$ cat src/rtl/prom_rd_pkg.sv
`timescale 1ns/1ps
package prom_rd_pkg;

  typedef enum logic [1:0] {
    GR_FAST  = 2'b00,
    GR_MID   = 2'b01,
    GR_SLOW  = 2'b10,
    GR_SLOW2 = 2'b11
  } grade_e;

  typedef struct packed {
    logic start;   // address + chip enable go active
    logic oeOn;    // output enable goes active
    logic finish;  // capture data, release both enables
  } strobe_t;

  // ceiling of ns/per, never below one cycle
  function automatic int nsToCyc(input int ns, input int per);
    int c;
    c = (ns + per - 1) / per;
    return (c < 1) ? 1 : c;
  endfunction

endpackage

$ cat src/rtl/prom_rd_fifo.sv
`timescale 1ns/1ps
module prom_rd_fifo #(
  parameter int WIDTH = 16,
  parameter int DEPTH = 4
) (
  input  logic             clk,
  input  logic             rstN,
  input  logic             push,
  input  logic [WIDTH-1:0] pushData,
  input  logic             pop,
  output logic [WIDTH-1:0] headData,
  output logic             empty
);
  localparam int PW = (DEPTH > 1) ? $clog2(DEPTH) : 1;
  localparam int CW = $clog2(DEPTH + 1);

  logic [WIDTH-1:0] mem [DEPTH];
  logic [PW-1:0]    wrPtr, rdPtr;
  logic [CW-1:0]    count;
  logic             full, doPush, doPop;

  assign full     = (count == CW'(DEPTH));
  assign empty    = (count == '0);
  assign doPush   = push && !full;
  assign doPop    = pop && !empty;
  assign headData = mem[rdPtr];

  function automatic logic [PW-1:0] nextPtr(input logic [PW-1:0] p);
    return (p == PW'(DEPTH - 1)) ? '0 : p + 1'b1;
  endfunction

  always_ff @(posedge clk) begin
    if (!rstN) begin
      wrPtr <= '0;
      rdPtr <= '0;
      count <= '0;
    end else begin
      if (doPush) wrPtr <= nextPtr(wrPtr);
      if (doPop)  rdPtr <= nextPtr(rdPtr);
      case ({doPush, doPop})
        2'b10:   count <= count + 1'b1;
        2'b01:   count <= count - 1'b1;
        default: count <= count;
      endcase
    end
  end

  always_ff @(posedge clk) begin
    if (doPush) mem[wrPtr] <= pushData;
  end

  // occupancy never exceeds the queue depth
  a_r8_count_bound: assert property (@(posedge clk) disable iff (!rstN)
    count <= CW'(DEPTH));
  // a push into a full queue leaves occupancy unchanged unless popped
  a_r8_full_drop: assert property (@(posedge clk) disable iff (!rstN)
    (full && push && !pop) |=> full);

endmodule

$ cat src/rtl/prom_rd_fsm.sv
`timescale 1ns/1ps
module prom_rd_fsm
  import prom_rd_pkg::*;
#(
  parameter int CLK_NS = 4
) (
  input  logic      clk,
  input  logic      rstN,
  input  logic      pendEmpty,
  input  logic [1:0] speedGrade,
  output logic      pendPop,
  output strobe_t   strb,
  output logic      busFree
);
  localparam int ACC_FAST = nsToCyc(120, CLK_NS);
  localparam int ACC_MID  = nsToCyc(150, CLK_NS);
  localparam int ACC_SLOW = nsToCyc(200, CLK_NS);
  localparam int OE_CYC   = nsToCyc(50, CLK_NS);
  localparam int FLT_CYC  = nsToCyc(30, CLK_NS);  // covers the 25 ns OE float too
  localparam int CW       = $clog2(ACC_SLOW + FLT_CYC + 2) + 1;

  typedef enum logic [1:0] {S_IDLE, S_ACCESS, S_FLOAT} state_e;

  state_e        state;
  logic [CW-1:0] cnt, accLimQ, lagLimQ, accSel, lagSel;
  logic          startNow;

  always_comb begin
    case (grade_e'(speedGrade))
      GR_FAST: accSel = CW'(ACC_FAST);
      GR_MID:  accSel = CW'(ACC_MID);
      default: accSel = CW'(ACC_SLOW);
    endcase
    lagSel = accSel - CW'(OE_CYC);
  end

  assign startNow = (state == S_IDLE) && busFree && !pendEmpty;
  assign pendPop  = startNow;

  always_comb begin
    strb = '0;
    if (startNow) begin
      strb.start = 1'b1;
      strb.oeOn  = (lagSel == '0);
    end else if (state == S_ACCESS) begin
      strb.oeOn   = (lagLimQ != '0) && (cnt == lagLimQ - 1'b1);
      strb.finish = (cnt == accLimQ - 1'b1);
    end
  end

  always_ff @(posedge clk) begin
    if (!rstN) begin
      state   <= S_IDLE;
      cnt     <= '0;
      accLimQ <= '0;
      lagLimQ <= '0;
      busFree <= 1'b1;
    end else begin
      case (state)
        S_IDLE: if (startNow) begin
          state   <= S_ACCESS;
          cnt     <= '0;
          accLimQ <= accSel;
          lagLimQ <= lagSel;
          busFree <= 1'b0;
        end
        S_ACCESS: begin
          cnt <= cnt + 1'b1;
          if (strb.finish) begin
            state <= S_FLOAT;
            cnt   <= '0;
          end
        end
        S_FLOAT: begin
          cnt <= cnt + 1'b1;
          if (cnt == CW'(FLT_CYC - 1)) begin
            state   <= S_IDLE;
            busFree <= 1'b1;
          end
        end
        default: state <= S_IDLE;
      endcase
    end
  end

  // the access counter never runs past the selected limit
  a_r2_cnt_bound: assert property (@(posedge clk) disable iff (!rstN)
    (state == S_ACCESS) |-> (cnt < accLimQ));
  // the bus is never free while an access or float window is running
  a_r7_free_idle: assert property (@(posedge clk) disable iff (!rstN)
    busFree |-> (state == S_IDLE));
  // at most one strobe kind per cycle among start and finish
  a_r3_strobe_excl: assert property (@(posedge clk) disable iff (!rstN)
    !(strb.start && strb.finish));

endmodule

$ cat src/rtl/prom_rd_dp.sv
`timescale 1ns/1ps
module prom_rd_dp
  import prom_rd_pkg::*;
#(
  parameter int ADDR_W = 16,
  parameter int DATA_W = 8
) (
  input  logic              clk,
  input  logic              rstN,
  input  strobe_t           strb,
  input  logic [ADDR_W-1:0] headAddr,
  input  logic [DATA_W-1:0] romData,
  output logic [ADDR_W-1:0] romAddr,
  output logic              romCeN,
  output logic              romOeN,
  output logic [DATA_W-1:0] rdData,
  output logic              rdDone
);
  always_ff @(posedge clk) begin
    if (!rstN) begin
      romAddr <= '0;
      romCeN  <= 1'b1;
      romOeN  <= 1'b1;
      rdData  <= '0;
      rdDone  <= 1'b0;
    end else begin
      rdDone <= strb.finish;
      if (strb.start) begin
        romAddr <= headAddr;
        romCeN  <= 1'b0;
      end
      if (strb.oeOn) romOeN <= 1'b0;
      if (strb.finish) begin
        rdData <= romData;
        romCeN <= 1'b1;
        romOeN <= 1'b1;
      end
    end
  end

  // output enable is only active inside a chip-enable window
  a_r3_oe_in_ce: assert property (@(posedge clk) disable iff (!rstN)
    !romOeN |-> !romCeN);
  // both enables are released at the same edge, with done following
  a_r5_release_together: assert property (@(posedge clk) disable iff (!rstN)
    $rose(romCeN) |-> ($rose(romOeN) && rdDone));
  // a done pulse never lasts two cycles
  a_r6_done_single: assert property (@(posedge clk) disable iff (!rstN)
    rdDone |=> !rdDone);
  // the address is held while the chip is enabled
  a_r9_addr_stable: assert property (@(posedge clk) disable iff (!rstN)
    (!romCeN && $past(!romCeN)) |-> $stable(romAddr));

endmodule

$ cat src/rtl/prom_rd_ctrl.sv
`timescale 1ns/1ps
module prom_rd_ctrl
  import prom_rd_pkg::*;
#(
  parameter int CLK_NS     = 4,
  parameter int ADDR_W     = 16,
  parameter int DATA_W     = 8,
  parameter int PEND_DEPTH = 4
) (
  input  logic              clk,
  input  logic              rstN,
  input  logic              reqValid,
  input  logic [ADDR_W-1:0] reqAddr,
  input  logic [1:0]        speedGrade,
  output logic [ADDR_W-1:0] romAddr,
  output logic              romCeN,
  output logic              romOeN,
  input  logic [DATA_W-1:0] romData,
  output logic [DATA_W-1:0] rdData,
  output logic              rdDone,
  output logic              busFree
);
  logic              pendPop, pendEmpty;
  logic [ADDR_W-1:0] headAddr;
  strobe_t           strb;

  prom_rd_fifo #(.WIDTH(ADDR_W), .DEPTH(PEND_DEPTH)) pend_i (
    .clk(clk), .rstN(rstN),
    .push(reqValid), .pushData(reqAddr),
    .pop(pendPop), .headData(headAddr), .empty(pendEmpty)
  );

  prom_rd_fsm #(.CLK_NS(CLK_NS)) fsm_i (
    .clk(clk), .rstN(rstN),
    .pendEmpty(pendEmpty), .speedGrade(speedGrade),
    .pendPop(pendPop), .strb(strb), .busFree(busFree)
  );

  prom_rd_dp #(.ADDR_W(ADDR_W), .DATA_W(DATA_W)) dp_i (
    .clk(clk), .rstN(rstN), .strb(strb), .headAddr(headAddr),
    .romData(romData), .romAddr(romAddr), .romCeN(romCeN),
    .romOeN(romOeN), .rdData(rdData), .rdDone(rdDone)
  );

  // a new chip-enable window only opens from a free bus
  a_r7_start_when_free: assert property (@(posedge clk) disable iff (!rstN)
    $fell(romCeN) |-> ($past(busFree) && !busFree));

endmodule

$ cat config.mk
export PLATFORM = sky130hd
export DESIGN_NAME = prom_rd_ctrl
export DESIGN_NICKNAME = d
export VERILOG_FILES = /design/src/rtl/prom_rd_pkg.sv /design/src/rtl/prom_rd_fifo.sv /design/src/rtl/prom_rd_fsm.sv /design/src/rtl/prom_rd_dp.sv /design/src/rtl/prom_rd_ctrl.sv
export SDC_FILE = /design/constraint.sdc
export NUM_CORES = 1
export LEC_CHECK = 0
export CORE_MARGIN = 8
export CORE_UTILIZATION = 54
export CTS_CLUSTER_DIAMETER = 60
export DETAILED_ROUTE_END_ITERATION = 12
export DONT_BUFFER_PORTS = 1
export PLACE_DENSITY = 0.69
export SLEW_MARGIN = 20
export SYNTH_ARGS = -nofsm -noshare
export SYNTH_HDL_FRONTEND = slang
export SYNTH_SLANG_ARGS = --single-unit
$ cat constraint.sdc
create_clock -name clk -period 4.11 [get_ports clk]
set_clock_uncertainty 0.2 [all_clocks]
set_input_delay 0.822 -clock clk [delete_from_list [all_inputs] [get_ports clk]]
set_output_delay 0.822 -clock clk [all_outputs]
set_load 0.02 [all_outputs]
==> flow_summary_export.csv <==
group,metric,value,unit
route,drt_pass1_iterations,4,
die,rows,34,
global_route,track_usage,15.82,%
setup_path,critPathMaxFanout,12,
clocking,postCtsHoldBufs,0,
cells_and_area,nNetsFinal,439,
setup_path,r2r_cells,8,
sta,final_max_slew_viol_count,0,
route,via_per_inst,5.633,
setup_path,critPathKind,"reg -> reg",
sta,rsz0062_at_grt,"no",
global_route,grt_pass1_wl,15370,um
sta,finalCritPeriodShare,68.25,%
clocking,post_cts_buffers,0,
global_route,grt_remaining_overflow,0,
sta,hold_viol,0,
sta,worst_pin_slew,0.8911,ns
place,dpl_worst_slack,1.316,ns
global_route,grt_max_degree,36,
sta,fmax,356.5,MHz
synth,syn_area,4905,um2
route,wl,9411,um
clocking,cts_resized,0,
power,power.switching,1398,uW
clocking,cts.sink_count,118,
synth,synth_top_area_share,39.18,%
cells_and_area,drive_above_1_share,17.20,%
route,wl_per_cell,18.27,um
synth,synth_edf_count,64,
synth,yosysMostFrequentCell,"edfxtp_1",
die,io_pins,57,
clocking,cts_tree,"yes",
global_route,antenna_found_initial,0,
power,comb_power_share,23.7,%
synth,ys_seq_area_share,61.22,%
synth,synth.distinct_cells,46,
power,ir_drop,0.3660,mV
place,dpl.hpwl,5846,um
place,portBuffers,0,
cells_and_area,num-fill-cells,657,
synth,syn-num-nets,436,
clocking,clock_latency,0.51,ns
hold_path,hold_path.class,"in -> reg",
sta,relSlewSlack,40.51,%
route,vias,2901,
route,antenna_left,0,
hold_path,hold_path_depth,1,
sta,setup_viol,0,
power,p_leak,0.002064,uW
setup_path,worst_ep_required_time,4.29,ns
power,p_int,2808,uW
synth,synthTopCellsByCount,"edfxtp_1, dfxtp_1, nand2_1",
cells_and_area,area_delta_synth_final,14.16,%
run_status,status,"complete, no violations",
run,drv_cap,0,
power,swShare,33.24,%
synth,ys.flop_type,"edfxtp_1",
synth,synth_area_leaders,"edfxtp_1, dfxtp_1, mux4_2",
place,place.gp.congestion,0.7712,
die,die_h,111.3,um
sta,period_minus_slack,2.805,ns
die,die_x,111.3,um
setup_path,crit_path_end_kind,"register",
clocking,clockRootBuffer,"clkbuf_8",
power,p_clk_share,35.5,%
die,design.core.area,8763,um2
die,start_util,55.97,%
cells_and_area,diodes,0,
setup_path,startpoint_type,"register",
die,die_area,12390,um2
clocking,clock_path_buffers,2,
synth,async_flop_share,0,%
route,drc_errors,0,
sta,finalSetupTns,0,ns
global_route,grt_pass1_vias,3029,
synth,ys_seq_elements,118,
power,seqPwrFrac,40.8,%
power,power_density,751.2,nW/um2
synth,synthCells,391,
route,first_iter_violations,210,
clocking,htree_num_levels,4,
clocking,cts_buffers,17,
synth,yosysWarnings,0,
setup_path,crit_arrival,2.98,ns
clocking,path_clk_slew,0.06,ns
synth,avgSynthCellArea,12.54,um2
sta,setup_ws,1.305,ns
synth,synth_area_leader_cell,"edfxtp_1",
## layout by cell type, fill, tap and decap left out, drive strengths merged, types with 2 or more instances in the layout
cell type  Yosys  final
o21ai          7      7
dfxtp         54     54
inv           14     20
and3           5      5
and2           2      2
nor2b          2      2
ha            15     15
a22o           4      4
a21oi         34     34
nor4           3      3
nor3           5      5
and2b          2      2
buf           11      4
edfxtp        64     64
mux4          16     16
xnor2          3      3
or2            3      3
bufinv         0      3
nand2b         3      3
nand2         54     54
xor2          10     10
nor2          27     27
o211ai         4      4
nand3          6      6
or3            4      4
clkbuf         9     17
a21o           3      3
mux2i          9      9
clkinv         2      7
a211oi         2      2
## worst max-delay path, stage by stage, from the launching register on
cell      delay, ns
dfxtp_1        0.47
inv_1          0.13
ha_1           0.22
and2b_1        0.18
or3_1          0.36
a311oi_2       0.32
nand2_1        0.41
o211ai_1       0.30
a21oi_1        0.09
## layout make-up
type | instances | area (um2) | share of cell area [%]
flip-flops and latches | 118 | 3004 | 53.65
multi-input cells | 237 | 1759 | 31.42
clock buffers | 17 | 414.1 | 7.397
clock inverters | 15 | 192.7 | 3.441
well taps | 108 | 135.1 | 2.413
inverters | 16 | 60.06 | 1.073
repair buffers | 4 | 33.78 | 0.6034
## layer usage
layer / part of all wire [%] / routed length (um) / global-route usage (%) / up-vias
met5: 0 / 0 / 0 / -
met4: 1.3 / 127 / 5.867 / 0
met3: 7.4 / 699 / 7.792 / 10
met2: 50 / 4744 / 26.23 / 61
met1: 41 / 3839 / 17.09 / 1410
li1: - / - / - / 1420
## power groups by stage
stage / clock [uW] / combinational, uW / sequential, uW
floorplan: 0 / 834 / 1640
global placement: 0 / 965 / 1740
detailed placement: 0 / 995 / 1740
CTS: 1520 / 1020 / 1720
global route: 1570 / 1130 / 1750
finish: 1490 / 998 / 1720
## per-stage QoR
stage	util (%)	instance area [um2]	instances	hold slack [ns]	power (uW)
floorplan	-	4905	391	0.2492	2473
global placement	56.82	4980	482	0.2642	2702
detailed placement	56.95	4991	483	0.2759	2737
CTS	63.88	5598	515	0.1605	4258
global route	63.89	5599	515	0.1569	4448
finish	63.89	5599	515	0.1836	4206
## cell families after synthesis
group | after synthesis | synth area share (%)
mux | 25 | 9.184
flops | 118 | 61.22
compound gates | 63 | 8.725
xor+xnor | 13 | 2.321
buf+inv | 36 | 3.112
fa+ha+maj | 16 | 4.235
simple gates | 120 | 11.20
## flip-flops by register name (all words and copies together), names as in the netlist
name and cells:
dp_i.romOeN 1, pend_i.count 3, dp_i.romCeN 1, fsm_i.busFree 1, dp_i.rdDone 1, dp_i.rdData 8
fsm_i.state 2, fsm_i.cnt 7, pend_i.mem 64, pend_i.wrPtr 2, fsm_i.lagLimQ 6, pend_i.rdPtr 2
fsm_i.accLimQ 4, dp_i.romAddr 16
## worst paths after layout
path / slack, ns / from / end
worst max-delay path: 1.30 / fsm_i.lagLimQ[0] / fsm_i.cnt[1]
worst min register to register: 0.28 / fsm_i.accLimQ[2] / fsm_i.accLimQ[2]
worst min-delay path: 0.18 / rstN / fsm_i.busFree
worst max register to register: 1.30 / fsm_i.lagLimQ[0] / fsm_i.cnt[1]
Power figures use the tool's default switching activity.
